===== config.mk =====
export PLATFORM = sky130hd
export DESIGN_NAME = dds_phase_core
export DESIGN_NICKNAME = d
export VERILOG_FILES = /design/src/rtl/dds_core_pkg.sv /design/src/rtl/dds_rise_det.sv /design/src/rtl/dds_load_sreg.sv /design/src/rtl/dds_work_reg.sv /design/src/rtl/dds_phase_acc.sv /design/src/rtl/dds_phase_core.sv
export SDC_FILE = /design/constraint.sdc
export NUM_CORES = 1
export LEC_CHECK = 0
export ABC_AREA = 1
export BUFFER_PORTS_ARGS = -buffer_cell sky130_fd_sc_hd__buf_2
export CAP_MARGIN = 20
export CORE_UTILIZATION = 55
export DETAILED_ROUTE_END_ITERATION = 6
export HOLD_SLACK_MARGIN = 0.06
export PLACE_DENSITY = 0.8
export SLEW_MARGIN = 0
export SYNTH_ARGS = -nofsm -noshare
export SYNTH_HDL_FRONTEND = slang
export SYNTH_SLANG_ARGS = --single-unit
export TNS_END_PERCENT = 20

===== constraint.sdc =====
create_clock -name clk -period 2.74 [get_ports clk]
set_clock_uncertainty 0.15 [all_clocks]
set_input_delay 0.274 -clock clk [delete_from_list [all_inputs] [get_ports clk]]
set_output_delay 0.274 -clock clk [all_outputs]
set_load 0.01 [all_outputs]

===== src/rtl/dds_core_pkg.sv =====
package dds_core_pkg;
  localparam int FTW_W  = 32;
  localparam int OFF_W  = 5;
  localparam int CTRL_W = 3;
  localparam int BUS_W  = 8;

  typedef enum logic {
    LOAD_BYTE = 1'b0,
    LOAD_BIT  = 1'b1
  } load_mode_e;
endpackage


===== src/rtl/dds_rise_det.sv =====
module dds_rise_det (
  input  logic clk,
  input  logic rst,
  input  logic lvl,
  output logic rise
);
  logic lvl_q;

  always_ff @(posedge clk) begin
    if (rst) lvl_q <= 1'b0;
    else     lvl_q <= lvl;
  end

  assign rise = lvl & ~lvl_q;
endmodule


===== src/rtl/dds_load_sreg.sv =====
module dds_load_sreg
  import dds_core_pkg::*;
#(
  parameter int WORD_W     = 40,
  parameter int BUS_W_P    = 8,
  parameter bit HAS_SERIAL = 1'b1
) (
  input  logic               clk,
  input  logic               shift_en,
  input  load_mode_e         mode,
  input  logic [BUS_W_P-1:0] din,
  output logic [WORD_W-1:0]  word_o
);
  logic [WORD_W-1:0] sreg_q;
  logic [WORD_W-1:0] sreg_d;
  logic [WORD_W-1:0] by_byte;

  // new data enters at the top, older content moves toward the LSB
  assign by_byte = {din, sreg_q[WORD_W-1:BUS_W_P]};

  generate
    if (HAS_SERIAL) begin : g_dual
      logic [WORD_W-1:0] by_bit;
      assign by_bit = {din[0], sreg_q[WORD_W-1:1]};
      assign sreg_d = (mode == LOAD_BIT) ? by_bit : by_byte;
    end else begin : g_byte_only
      assign sreg_d = by_byte;
    end
  endgenerate

  // deliberately no reset: contents survive a core reset
  always_ff @(posedge clk) begin
    if (shift_en) sreg_q <= sreg_d;
  end

  assign word_o = sreg_q;
endmodule


===== src/rtl/dds_work_reg.sv =====
module dds_work_reg #(
  parameter int WORD_W = 40
) (
  input  logic              clk,
  input  logic              rst,
  input  logic              load,
  input  logic [WORD_W-1:0] d,
  output logic [WORD_W-1:0] q
);
  always_ff @(posedge clk) begin
    if (rst)       q <= '0;
    else if (load) q <= d;
  end
endmodule


===== src/rtl/dds_phase_acc.sv =====
module dds_phase_acc #(
  parameter int ACC_W = 32,
  parameter int OFF_W = 5
) (
  input  logic             clk,
  input  logic             rst,
  input  logic [ACC_W-1:0] ftw,
  input  logic [OFF_W-1:0] off,
  output logic [ACC_W-1:0] acc_o,
  output logic [ACC_W-1:0] phase_o
);
  localparam int LOW_W = ACC_W - OFF_W;

  logic [ACC_W-1:0] acc_q;
  logic [ACC_W-1:0] phase_q;
  logic [OFF_W-1:0] top_sum;

  assign top_sum = acc_q[ACC_W-1 -: OFF_W] + off;

  always_ff @(posedge clk) begin
    if (rst) begin
      acc_q   <= '0;
      phase_q <= '0;
    end else begin
      acc_q   <= acc_q + ftw;
      phase_q <= {top_sum, acc_q[LOW_W-1:0]};
    end
  end

  assign acc_o   = acc_q;
  assign phase_o = phase_q;

  // one edge after reset the accumulator and output are both zero
  a_r1_reset_clears: assert property (@(posedge clk) disable iff (rst)
    $past(rst) |-> (acc_q == '0 && phase_q == '0));
endmodule


===== src/rtl/dds_phase_core.sv =====
module dds_phase_core
  import dds_core_pkg::*;
#(
  parameter int P_FTW_W  = FTW_W,
  parameter int P_OFF_W  = OFF_W,
  parameter int P_CTRL_W = CTRL_W,
  parameter int P_BUS_W  = BUS_W
) (
  input  logic               clk,
  input  logic               rst,
  input  logic               wr_stb,
  input  logic               load_sel,
  input  logic [P_BUS_W-1:0] din,
  input  logic               upd_stb,
  output logic [P_FTW_W-1:0] phase_out
);
  localparam int WORD_W = P_FTW_W + P_CTRL_W + P_OFF_W;

  logic               wr_rise;
  logic               upd_rise;
  load_mode_e         mode;
  logic [WORD_W-1:0]  sreg_q;
  logic [WORD_W-1:0]  work_q;
  logic [P_FTW_W-1:0] acc_q;
  logic [P_FTW_W-1:0] ftw_w;
  logic [P_OFF_W-1:0] off_w;

  assign mode  = load_mode_e'(load_sel);
  assign ftw_w = work_q[P_FTW_W-1:0];
  assign off_w = work_q[WORD_W-1 -: P_OFF_W];

  dds_rise_det u_wr_edge (
    .clk  (clk),
    .rst  (rst),
    .lvl  (wr_stb),
    .rise (wr_rise)
  );

  dds_rise_det u_upd_edge (
    .clk  (clk),
    .rst  (rst),
    .lvl  (upd_stb),
    .rise (upd_rise)
  );

  dds_load_sreg #(
    .WORD_W     (WORD_W),
    .BUS_W_P    (P_BUS_W),
    .HAS_SERIAL (1'b1)
  ) u_sreg (
    .clk      (clk),
    .shift_en (wr_rise),
    .mode     (mode),
    .din      (din),
    .word_o   (sreg_q)
  );

  dds_work_reg #(
    .WORD_W (WORD_W)
  ) u_work (
    .clk  (clk),
    .rst  (rst),
    .load (upd_rise),
    .d    (sreg_q),
    .q    (work_q)
  );

  dds_phase_acc #(
    .ACC_W (P_FTW_W),
    .OFF_W (P_OFF_W)
  ) u_acc (
    .clk     (clk),
    .rst     (rst),
    .ftw     (ftw_w),
    .off     (off_w),
    .acc_o   (acc_q),
    .phase_o (phase_out)
  );

  // a write strobe already high on the previous edge causes no shift
  a_r4_single_shift: assert property (@(posedge clk) disable iff (rst)
    (wr_stb && $past(wr_stb) && !$past(rst)) |=> $stable(sreg_q));

  // an update edge copies the staged word into the working register
  a_r5_transfer: assert property (@(posedge clk) disable iff (rst)
    upd_rise |=> (work_q == $past(sreg_q)));

  // a held update strobe freezes the working register
  a_r6_held_update: assert property (@(posedge clk) disable iff (rst)
    (upd_stb && $past(upd_stb) && !$past(rst)) |=> $stable(work_q));

  // the output follows the accumulator with the offset on its top bits
  a_r8_offset_add: assert property (@(posedge clk) disable iff (rst)
    !$past(rst) |->
      (phase_out[P_FTW_W-P_OFF_W-1:0] == $past(acc_q[P_FTW_W-P_OFF_W-1:0]) &&
       phase_out[P_FTW_W-1 -: P_OFF_W] ==
         P_OFF_W'($past(acc_q[P_FTW_W-1 -: P_OFF_W]) + $past(off_w))));
endmodule


==> impl_results.md <==
* Status: completed
* Static Leakage at 4.173 nW
* Core Rows at 41
* Die height at 116.4 um
* # diodes at 0
* Initial antenna violation count at 0
* Worst-Skew Late Latency at 0.44 ns
* DRC Markers at 0
* Synth Area in Adders at 6.646%
* Met1 WL at 7382 um
* Sequential area share after synthesis at 45.37%
* Setup crit start kind: flop
* Area of the multi-input gates at 0.003199 mm2
* PD cells at 695.3 mW/mm2
* Final hold vios at 0
* Synth area leaders: dfxtp_1 29%, edfxtp_1 17%, nand2_1 12%
* Clk slew on worst S/H paths at 0.06 ns
* Synth Area in XOR/XNOR at 0.3653%
* Post-route clock period utilization at 80.09%
* Routed wl met3 at 1063 um
* Pin count of the biggest net entering global routing at 69
* Most frequent cells in the layout: 225 x nand2_1, 156 x inv_1, 140 x nor2_1, 103 x dfxtp_1, 82 x a21oi_1
* Worst Hold Depth at 3
* Setup TNS at 0 ns
* Largest fanout on the critical path at 4
* Highest Clock Rate at 0.4557 GHz
* Initial Util at 56.76%
* Io pins at 45
* Max incr delay on CP at 0.50 ns
* Die ar. at 0.01354 mm2
* Top sig layer: met4
* Routed wl met2 at 7683 um
* Peak supply drop at 396.3 uV
* Detailed Place HPWL at 11880 um
* Mux cell area share after synthesis at 0.1566%
* CTS tree: done
* Post-route ant nets at 0
* CP arrival at 2.37 ns
* # resized after CTS at 0
* FF-to-FF End: u_acc.acc_o[28]
* Nets at 1086
* Final setup vio count at 0
* Core region area at 0.01267 mm2
* First-pass DRT Iterations at 5
* Post-layout min period at 2.194 ns
* Top delay family on crit path: simple AND/OR/NAND/NOR gates
* Simple-gate share of the synthesized area at 25.31%
* CP max-delay cell: fa_1
* Worst R2R Start: u_acc.acc_o[0]
* Congestion Overflow GR at 0
* Layout area overhead at 15.36%
* Share of the synthesized area in the top cell type at 28.67%
* # H-tree levels at 4
* Syn Nets at 1032
* Vias in the first global route at 5815
* Cell accounting for the most synthesized area: dfxtp_1
* Post-synthesis compound-gate area fraction at 11.80%
* Syn_area_per_cell at 7.324 um2
* Most common cell after layout, fill and taps aside: nand2_1
* Gpl congestion at 0.9722
* FF/Latch Area at 0.003263 mm2
* Relative slew slack at 55.23%
* Mapped Cells at 982
* Hold endpoint: u_wr_edge.lvl_q
* Cts bufs inserted at 17
* Final WL at 16590 um
* Max-slew violations at 0
* CP Data Required Time at 2.92 ns
* Mapped cell area at 0.007192 mm2
* Worst Tran Pin Value at 0.6716 ns
* Util after Layout at 65.48%
* Clock Tree Root: clkbuf_16
* Global-route wire length before repair at 26830 um
* Setup crit end kind: flop
* Critical path, cell by cell: ha_1 > fa_1 > nand3_1 > nand3_1 > nand3_1 > nand3_1 > nand2_1 > nand3_1 > nand2_1 > nor2_1
* Gr usage total at 26.48%
* RSZ-0062 raised after global routing: false
* Worst r2r path cells at 10
* Via count at 6197
* Bufs and invs on worst path at 0
* #FFs+latches synth at 143
* WS Path Type: flop to flop
* Drt wl/cell at 13.59 um
* Register-to-register path setup slack at 0.55 ns
* Port Buffers at 44
* Chip Width at 116.4 um
* Fillers at 1086
* Most used cell, CP: nand3_1
* Hold Startpoint: rst
* Max Cap Viol at 0
* YS warnings at 0
* Worst Hold Class: input pin to flop
* Share of cells above drive strength 1 at 12.49%
* CTS max path bufs at 2
* Initial drt markers at 401
* Clock Sinks at 143
* Distinct cell type count after synthesis at 30
* Largest family of logic cells by synthesized area: simple AND/OR/NAND/NOR gates
* Vias per inst at 5.075
[repair_timing]
action                                 in CTS  in global routing
buffers inserted                            0                  0
endpoints found under the hold margin      10                  0
hold buffers                               11                  0
[sequential cells by signal, indices dropped and copies added, names as in the netlist]
signal / flops
u_acc.acc_o: 32
u_upd_edge.lvl_q: 1
u_wr_edge.lvl_q: 1
u_work.q: 37
u_acc.phase_o: 32
u_sreg.word_o: 40
[worst max-delay path by stage]
stage          slack, ns          endpoint  cells past startpoint      startpoint
2_1_floorplan       0.14  u_sreg.word_o[0]                      2          wr_stb
3_3_place_gp        0.70   u_acc.acc_o[20]                     11  u_acc.acc_o[0]
3_5_place_dp        0.61   u_acc.acc_o[28]                     10  u_acc.acc_o[0]
4_1_cts             0.57   u_acc.acc_o[28]                     10  u_acc.acc_o[0]
5_1_grt             0.44   u_acc.acc_o[28]                     10  u_acc.acc_o[0]
6_report            0.55   u_acc.acc_o[28]                     10  u_acc.acc_o[0]
[report_power, final]
| part | switching [W] | internal, W |
|---|---|---|
| clock network | 0.000957 | 0.00131 |
| logic | 0.000640 | 0.000344 |
| registers | 0.000124 | 0.00239 |
| total | 0.00172 | 0.00405 |
[cell families after synthesis]
group                      after synthesis
xor gates and xnor gates                 3
DFF                                    143
AOI/OAI and AO/OA                      164
buffers and inverters                  196
adders and majority gates               37
and+or+nand+nor                        438
muxes                                    1
[layer usage]
layer  global-route usage (%)  up-vias
met2                    43.63      178
met3                    5.501       34
met1                    33.71     2802
met4                    11.37        0
met5                        0        -
li1                         -     3183
[cell type report]
cell class,instances,area share (%)
inverters,169,7.646
well taps,172,2.594
repair buffers,62,4.765
flip-flops and latches,143,39.33
clock buffers,21,5.942
multi-input cells,643,38.56
clock inverters,11,1.161
[Yosys cell counts]
| cell | count |
|---|---|
| nand2_1 | 225 |
| nand3_2 | 3 |
| o21a_1 | 1 |
| inv_2 | 12 |
| clkbuf_1 | 18 |
| o21bai_1 | 5 |
| o31ai_1 | 1 |
| inv_1 | 156 |
| nor3_2 | 6 |
| nor2_2 | 6 |
| a21oi_1 | 82 |
| clkinv_1 | 1 |
| nor3_1 | 1 |
| xnor2_1 | 3 |
| a21o_1 | 1 |
| ha_1 | 35 |
| buf_1 | 2 |
| and2_1 | 5 |
| nand3_1 | 27 |
| and3_1 | 1 |
| fa_1 | 2 |
| nor2_1 | 142 |
| o21ai_0 | 72 |
| mux2_2 | 1 |
| a21oi_2 | 2 |
| buf_2 | 7 |
| dfxtp_1 | 103 |
| nand2_2 | 17 |
| edfxtp_1 | 40 |
| nand4_1 | 5 |
[per-stage QoR]
step	power, W	std cells	setup WS, ns	cell area (um2)	hold WS [ns]
4_1_cts	0.005779	1221	0.5738	8297	0.2140
3_3_place_gp	0.003481	1178	0.6981	7597	0.2654
5_1_grt	0.006033	1221	0.4390	8297	0.2339
2_1_floorplan	0.003229	982	0.1399	7192	0.2489
3_5_place_dp	0.003515	1178	0.6061	7597	0.2676
6_report	0.005769	1221	0.5455	8297	0.2086
[worst register-to-register path, stage by stage, from the launching register on]
cell     delay (ns)
dfxtp_1        0.31
ha_1           0.25
fa_1           0.50
nand3_1        0.13
nand3_1        0.15
nand3_1        0.12
nand3_1        0.15
nand2_1        0.13
nand3_1        0.09
nand2_1        0.07
nor2_1         0.04
(Power assumes the default switching activity.)
